`config.mk`:
```
export PLATFORM = sky130hd
export DESIGN_NAME = dual_comma_aligner
export DESIGN_NICKNAME = d
export VERILOG_FILES = /design/src/rtl/aligner_pkg.sv /design/src/rtl/comma_scan.sv /design/src/rtl/word_shifter.sv /design/src/rtl/align_state.sv /design/src/rtl/dual_comma_aligner.sv
export SDC_FILE = /design/constraint.sdc
export NUM_CORES = 1
export LEC_CHECK = 0
export BUFFER_PORTS_ARGS = -buffer_cell sky130_fd_sc_hd__buf_2
export CORE_AREA = 2 2 103 105
export DETAILED_ROUTE_END_ITERATION = 10
export DIE_AREA = 0 0 105 107
export PLACE_DENSITY = 0.65
export RECOVER_POWER = 100
export SLEW_MARGIN = 25
export SYNTH_ARGS = -nofsm -noshare
export SYNTH_HDL_FRONTEND = slang
export SYNTH_HIERARCHICAL = 1
export SYNTH_SLANG_ARGS = --single-unit
```
`constraint.sdc`:
```
create_clock -name clk -period 5 [get_ports clk]
set_input_delay 0.5 -clock clk [delete_from_list [all_inputs] [get_ports clk]]
set_output_delay 0.5 -clock clk [all_outputs]
set_load 0.05 [all_outputs]
```
`src/rtl/aligner_pkg.sv`:
```
package aligner_pkg;

   // which comma polarities the scanner accepts
   typedef enum logic [0:0] {
      MATCH_ONE_POLARITY = 1'b0,
      MATCH_BOTH         = 1'b1
   } mark_mode_e;

   localparam int unsigned DEF_GROUP_W = 10;
   localparam int unsigned DEF_GROUPS  = 2;
   localparam int unsigned DEF_MARK_W  = 7;
   // bit 0 is the earliest serial bit: 0,0,1,1,1,1,1
   localparam logic [DEF_MARK_W-1:0] DEF_MARK_PAT = 7'b1111100;

endpackage

```
`src/rtl/comma_scan.sv`:
```
module comma_scan
   import aligner_pkg::*;
#(
   parameter int unsigned WORD_W   = 20,
   parameter int unsigned MARK_W   = 7,
   parameter logic [MARK_W-1:0] MARK_PAT = 7'b1111100,
   parameter mark_mode_e  MODE     = MATCH_BOTH,
   localparam int unsigned WIN_W   = 2 * WORD_W,
   localparam int unsigned OFF_W   = $clog2(WORD_W)
) (
   input  logic [WIN_W-1:0] win,
   output logic             hit,
   output logic [OFF_W-1:0] pos
);

   logic [WORD_W-1:0] hits;

   for (genvar p = 0; p < WORD_W; p++) begin : g_pos
      logic [MARK_W-1:0] slice;
      assign slice = win[p +: MARK_W];
      if (MODE == MATCH_BOTH) begin : g_both
         assign hits[p] = (slice == MARK_PAT) || (slice == ~MARK_PAT);
      end else begin : g_one
         assign hits[p] = (slice == MARK_PAT);
      end
   end

   // lowest matching position wins
   always_comb begin
      hit = |hits;
      pos = '0;
      for (int i = WORD_W - 1; i >= 0; i--) begin
         if (hits[i]) pos = OFF_W'(i);
      end
   end

endmodule

```
`src/rtl/word_shifter.sv`:
```
module word_shifter #(
   parameter int unsigned WORD_W = 20,
   localparam int unsigned WIN_W = 2 * WORD_W,
   localparam int unsigned OFF_W = $clog2(WORD_W)
) (
   input  logic [WIN_W-1:0]  win,
   input  logic [OFF_W-1:0]  sel,
   output logic [WORD_W-1:0] word
);

   logic [WIN_W-1:0] shifted;

   always_comb begin
      shifted = win >> sel;
      word    = shifted[WORD_W-1:0];
   end

endmodule

```
`src/rtl/align_state.sv`:
```
module align_state #(
   parameter int unsigned WORD_W = 20,
   localparam int unsigned OFF_W = $clog2(WORD_W)
) (
   input  logic             clk,
   input  logic             rst_n,
   input  logic             take,
   input  logic [OFF_W-1:0] new_off,
   output logic [OFF_W-1:0] off_q,
   output logic             locked_q
);

   always_ff @(posedge clk or negedge rst_n) begin
      if (!rst_n) begin
         off_q    <= '0;
         locked_q <= 1'b0;
      end else if (take) begin
         off_q    <= new_off;
         locked_q <= 1'b1;
      end
   end

endmodule

```
`src/rtl/dual_comma_aligner.sv`:
```
module dual_comma_aligner
   import aligner_pkg::*;
#(
   parameter int unsigned GROUP_W  = DEF_GROUP_W,
   parameter int unsigned GROUPS   = DEF_GROUPS,
   parameter int unsigned MARK_W   = DEF_MARK_W,
   parameter logic [MARK_W-1:0] MARK_PAT = DEF_MARK_PAT,
   parameter mark_mode_e  MODE     = MATCH_BOTH,
   localparam int unsigned WORD_W  = GROUP_W * GROUPS,
   localparam int unsigned WIN_W   = 2 * WORD_W,
   localparam int unsigned OFF_W   = $clog2(WORD_W)
) (
   input  logic              clk,
   input  logic              rst_n,
   input  logic [WORD_W-1:0] rx_word,
   input  logic              align_en,
   output logic [WORD_W-1:0] aligned_word,
   output logic              comma_seen,
   output logic              word_valid
);

   // elaboration-time parameter checks
   if (MARK_W < 2 || MARK_W > GROUP_W) begin : g_bad_mark
      $error("comma width must lie between 2 and the code-group width");
   end
   if (GROUPS < 1) begin : g_bad_groups
      $error("at least one code group per word is required");
   end

   logic [WORD_W-1:0] prev_q;
   logic [WIN_W-1:0]  win;
   logic              hit;
   logic [OFF_W-1:0]  pos;
   logic              take;
   logic [OFF_W-1:0]  off_q;
   logic [OFF_W-1:0]  sel;
   logic [WORD_W-1:0] nxt_word;

   assign win  = {rx_word, prev_q};
   assign take = align_en & hit;
   assign sel  = take ? pos : off_q;

   comma_scan #(
      .WORD_W   (WORD_W),
      .MARK_W   (MARK_W),
      .MARK_PAT (MARK_PAT),
      .MODE     (MODE)
   ) u_scan (
      .win (win),
      .hit (hit),
      .pos (pos)
   );

   word_shifter #(
      .WORD_W (WORD_W)
   ) u_shift (
      .win  (win),
      .sel  (sel),
      .word (nxt_word)
   );

   align_state #(
      .WORD_W (WORD_W)
   ) u_state (
      .clk      (clk),
      .rst_n    (rst_n),
      .take     (take),
      .new_off  (pos),
      .off_q    (off_q),
      .locked_q (word_valid)
   );

   always_ff @(posedge clk or negedge rst_n) begin
      if (!rst_n) begin
         prev_q       <= '0;
         aligned_word <= '0;
         comma_seen   <= 1'b0;
      end else begin
         prev_q       <= rx_word;
         aligned_word <= nxt_word;
         comma_seen   <= take;
      end
   end

endmodule

```
== Word-level counts from Yosys, hierarchy flattened ==
Cells that the tools add are included.
Word-level totals
  flip-flop bits (word level): 47
  input port bits: 23
  word-level logic and storage cells: 89
Cells by class
  equal/unequal tests: 40
  shifts and indexed selects: 1
  mux-type cells: 21
  bitwise operators: 1
  reductions and logical operators: 21
Operators by type and width (number)
  $eq A7 B2 Y1 const B: 20
  $eq A7 B7 Y1 const B: 20
  $mux W5: 21
  $shr A40 B5 Y20: 1
  $logic_or A1 B1 Y1: 20
  $reduce_or A20 Y1: 1
  $and A1 B1 Y1: 1

== Longest topological paths before layout ==
  depth in word-level cells: 24
  gate-level depth with buffers: 17
  mapped depth without buffers: 12

== Hierarchy ==
The synthesis kept the hierarchy.
By module, submodules not included
  word_shifter: instances 1, cells an instance 335, area each 2521.2 sq um, sequential area each 0.0 sq um
  dual_comma_aligner: instances 1, cells an instance 48, area each 1116.1 sq um, sequential area each 1026.0 sq um
  comma_scan: instances 1, cells an instance 165, area each 1096.1 sq um, sequential area each 0.0 sq um
  align_state: instances 1, cells an instance 12, area each 212.7 sq um, sequential area each 150.1 sq um

== Least setup slack after synthesis ==
OpenSTA, ideal clock, no wires.
  kind: input -> register
  start: in rx_word[0]
  end: reg aligned_word[8]
  arrival: 3.649 ns
  data required time: 4.869 ns
  setup slack: 1.219 ns
  cell stages on the path: 15
  path buffers: 3
  cell sequence: clkbuf_1 > or4_4 > a2111o_1 > nand4b_1 > or3_1 > or4_1 > nand2_4 > mux2_4 > buf_6 > buf_6 > mux2_4 > o22ai_1 > nor2_1 > a22o_1 > or3_1
RTL lines
  start: declaration: RTL line dual_comma_aligner.sv:15  | input logic [WORD_W-1:0] rx_word,
  $eq A7 B7 Y1 / $eq A7 B2 Y1 (equally long branches): RTL line comma_scan.sv:22  | assign hits[p] = (slice == MARK_PAT) || (slice == ~MARK_PAT);
  $logic_or A1 B1 Y1: RTL line comma_scan.sv:22
  $reduce_or A20 Y1 *: RTL line comma_scan.sv:30  | hit = |hits;
  named net hit: RTL line dual_comma_aligner.sv:32  | logic hit;
  $and A1 B1 Y1 *: RTL line dual_comma_aligner.sv:40  | assign take = align_en & hit;
  $mux W5 *
  named net sel[2]: RTL line dual_comma_aligner.sv:36  | logic [OFF_W-1:0] sel;
  $shr A40 B5 Y20 *: RTL line word_shifter.sv:14  | shifted = win >> sel;
  named net nxt_word[8]: RTL line dual_comma_aligner.sv:37  | logic [WORD_W-1:0] nxt_word;
  end signal: assignment: RTL line dual_comma_aligner.sv:80  | aligned_word <= nxt_word;
  end: declaration: RTL line dual_comma_aligner.sv:17  | output logic [WORD_W-1:0] aligned_word,
The timed path passes the listed nets; every way through them passes the cells marked *.
A chain may end at the register's enable or synchronous reset.

== Worst setup path after layout ==
  start: reg prev_q[16]
  end: reg aligned_word[7]
RTL lines
  start: declaration: RTL line dual_comma_aligner.sv:30  | logic [WORD_W-1:0] prev_q;
  start signal: assignment: RTL line dual_comma_aligner.sv:79  | prev_q <= rx_word;
  $eq A7 B7 Y1 / $eq A7 B2 Y1 (equally long branches): RTL line comma_scan.sv:22
  $logic_or A1 B1 Y1: RTL line comma_scan.sv:22
  $reduce_or A20 Y1 *: RTL line comma_scan.sv:30
  named net hit: RTL line dual_comma_aligner.sv:32
  $and A1 B1 Y1 *: RTL line dual_comma_aligner.sv:40
  $mux W5 *
  named net sel[1]: RTL line dual_comma_aligner.sv:36
  $shr A40 B5 Y20 *: RTL line word_shifter.sv:14
  named net nxt_word[7]: RTL line dual_comma_aligner.sv:37
Marks and branches as above.

==> summary.md <==
| Metric | Value |
|---|---|
| CTS buffer count | 5 |
| Total power | 1990 uW |
| Post-CTS Setup Bufs | 0 |
| Drt total wl | 16,800 um |
| Initial Util | 49.0% |
| Final hold violations | 0 |
| Slowest Stage Delay on Critical Path | 0.73 ns |
| Crit path cell chain | nor4_1 -> a22oi_2 -> nand4b_1 -> or3_1 -> or4_1 -> nand2_4 -> mux2_4 -> buf_4 -> mux4_2 -> nand3_1 -> o31ai_1 -> a221oi_1 -> o21ai_1 |
| Synth Instances | 560 |
| Setup crit end kind | register |
| Worst setup endpoint | aligned_word[7]$_DFF_PN0_ |
| Fmax | 0.206 GHz |
| DRC Markers | 0 |
| Largest net degree at the start of global routing | 50 |
| # hold bufs at CTS | 0 |
| Vias per std cell | 7.02 |
| Final slew viol count | 48 |
| Die ar. | 0.0112 mm^2 |
| Outcome | finished with violations |
| Critical Path Source Type | register |
| Largest cells by area after synthesis | dfrtp_1, mux2i_1, mux2_2 |
| Post-synth top area share | 23.8% |
| Reg2Reg Depth | 13 |
| Register-to-register setup slack | 0.15 ns |
| Sequential share of the synthesized area | 23.8% |
| Initial antenna violation count | 0 |
| Final setup fails | 0 |
| Mean cell area of the mapped netlist | 8.83 um^2 |
| R2r startpoint | prev_q[16]$_DFF_PN0_ |
| Area delta synth->final | 4.71% |
| Syn. warnings | 6 |
| Post-Synthesis Net Count | 583 |
| Worst Tran Pin Value | 2.58 ns |
| Length of the first detailed-routing pass in iterations | 6 |
| Critical path's top delay family | simple AND/OR/NAND/NOR gates |
| Detailed-route via count | 4,983 |
| GP Congestion | 1.01 |
| Share of layout cells above drive strength 1 | 15.7% |
| CTS root buffer | clkbuf_8 |
| Post-synth top area cell | dfrtp_1 |
| CTS tree | built |
| Crit share post-route | 96.9% |
| Nets | 596 |
| Hold Path Class | primary input to register |
| Tmin final | 4.85 ns |
| Mapped cell area | 0.00495 mm^2 |
| N_diodes | 0 |
| Vias in the first global route | 4,538 |
| Unrepaired setup endpoints after global routing | false |
| Port Buffers | 44 |
| Critical path origin | prev_q[16]$_DFF_PN0_ |
| HPWL Detailed | 12,100 um |
| R2R Path End | aligned_word[7]$_DFF_PN0_ |
| Primary FF master, synth | dfrtp_1 |
| Crit path max fanout | 49 |
| Grt total ovfl | 0 |
| Required @ worst endpoint | 5.17 ns |
| Clock sink count | 47 |
| Worst rel slew slack | -72.1% |
| Site Rows | 37 |
| Worst path slowest cell | dfrtp_1 |
| Setup TNS | 0 ns |
| First-pass GRT wire length | 26,200 um |
| Power per cell area | 384 mW/mm^2 |
| # resized after CTS | 0 |
| Seq cells post-synth | 47 |
| Post-synth ARST share | 100% |
| Buffer and inverter count on the worst path | 1 |
| Clock Skew | 0.00534 ns |
| Post-synth EDFFs | 0 |
| I/O pins | 45 |
| Most common library cells after synthesis | mux2i_1, dfrtp_1, nand2_1, nor2_1, mux2_2 |
| WL/cell | 23.6 um |
| Pleak | 0.00203 uW |
| Die H | 107 um |
| Routed Antenna Nets | 0 |
| Drt initial violations | 775 |
| Failing checks | capacitance limit, slew limit |
| Count leader, synth | mux2i_1 |
| Post-synth cell types | 80 |
| Die X | 105 um |
| FILL cells | 1,024 |
| H-Tree Depth | 2 |
| CTS max path bufs | 2 |
| Core Box Area | 0.0101 mm^2 |
| Stages on worst setup path | 13 |
| Clock-pin slew on the worst setup and hold paths | 0.09 ns |
| Clock latency on the worst-skew pair | 0.30 ns |
| Max cap viols | 1 |
| Arr. time, crit path | 5.01 ns |
| WS Path Type | register to register |
| Total GRT Usage | 29.9% |
| Peak supply drop | 0.259 mV |
sequential cells by signal, indices dropped and copies added, names as in the netlist:
name,count
aligned_word,20
comma_seen,1
prev_q,20
u_state/locked_q,1
u_state/off_q,5
power breakdown:
| part | switching [uW] | internal (uW) | leakage, uW | total [uW] |
|---|---|---|---|---|
| clock | 132 | 162 | 0.0000612 | 294 |
| combinational | 802 | 375 | 0.00141 | 1180 |
| sequential | 53.1 | 463 | 0.000556 | 516 |
| total | 987 | 1000 | 0.00203 | 1990 |
cell type report:
class | count | area [um^2] | share of cell area, %
clock buffer | 6 | 82.6 | 1.59
clock inverter | 2 | 35.0 | 0.676
inverter | 16 | 60.1 | 1.16
multi-input combinational | 450 | 3410 | 65.8
sequential | 47 | 1180 | 22.7
tap | 136 | 170 | 3.29
timing repair buffer | 53 | 246 | 4.76
logic make-up (layout without fill, tap and decap cells):
family / Yosys count / count (layout) / synth area share [%]
mux: 104 / 104 / 24.8
flops: 47 / 47 / 23.8
compound gates: 146 / 146 / 22.2
buf+inv: 63 / 77 / 7.11
simple gates: 200 / 200 / 22.0
worst min-delay path by stage:
stage,start,to,slack [ns],cells after the start
after CTS,rst_n,aligned_word[4]$_DFF_PN0_,0.22,1
after global routing,rx_word[16],prev_q[16]$_DFF_PN0_,0.38,1
after global placement,u_state/locked_q$_DFFE_PN0P_,u_state/locked_q$_DFFE_PN0P_,0.45,1
after floorplan,rst_n,aligned_word[0]$_DFF_PN0_,0.20,0
final,rx_word[16],prev_q[16]$_DFF_PN0_,0.38,1
after detailed placement,u_state/locked_q$_DFFE_PN0P_,u_state/locked_q$_DFFE_PN0P_,0.46,1
routing by layer:
| layer | share of wire [%] | GRT usage [%] | vias to the layer above |
|---|---|---|---|
| met2 | 44 | 45.1 | 362 |
| li1 | - | - | 2210 |
| met5 | 0 | 0 | - |
| met1 | 42 | 43.5 | 2366 |
| met4 | 3.1 | 8.95 | 0 |
| met3 | 11 | 5.41 | 45 |
cells in the final DEF (no fill, tap or decap), types with 4 or more instances in the layout:
cell,count
mux2_4,7
nand3_1,17
o22ai_1,24
clkbuf_1,43
dfrtp_1,47
a221o_1,5
nor4_1,7
or3_1,11
nand2_1,47
a221oi_1,4
clkbuf_8,6
a211oi_1,7
a32oi_1,4
o21ai_0,16
nand4_1,16
nor2b_1,9
o211ai_1,8
or3b_2,5
o32ai_1,6
a31oi_1,4
a21oi_1,15
nor2_1,40
o221ai_1,4
a22oi_1,5
o21ai_1,4
mux2_2,34
a211o_1,4
inv_1,14
or4_1,5
nand2b_1,13
buf_4,8
mux4_2,8
mux2i_1,52
stage by stage:
stage	worst slack (ns)	cell area [um^2]	hold slack [ns]	util (%)	cells
2_1_floorplan	1.22	4950	0.204	-	560
3_3_place_gp	0.355	5120	0.448	50.8	702
3_5_place_dp	0.328	5130	0.460	50.8	702
4_1_cts	0.282	5250	0.222	52.0	710
5_1_grt	0.0252	5180	0.382	51.3	710
6_report	0.155	5180	0.376	51.3	710
worst reg2reg max path, stage by stage, from the launching register on:
cell,delay [ns]
dfrtp_1,0.73
nor4_1,0.19
a22oi_2,0.30
nand4b_1,0.16
or3_1,0.37
or4_1,0.53
nand2_4,0.14
mux2_4,0.61
buf_4,0.30
mux4_2,0.53
nand3_1,0.10
o31ai_1,0.11
a221oi_1,0.48
o21ai_1,0.14
(Power assumes the default switching activity.)
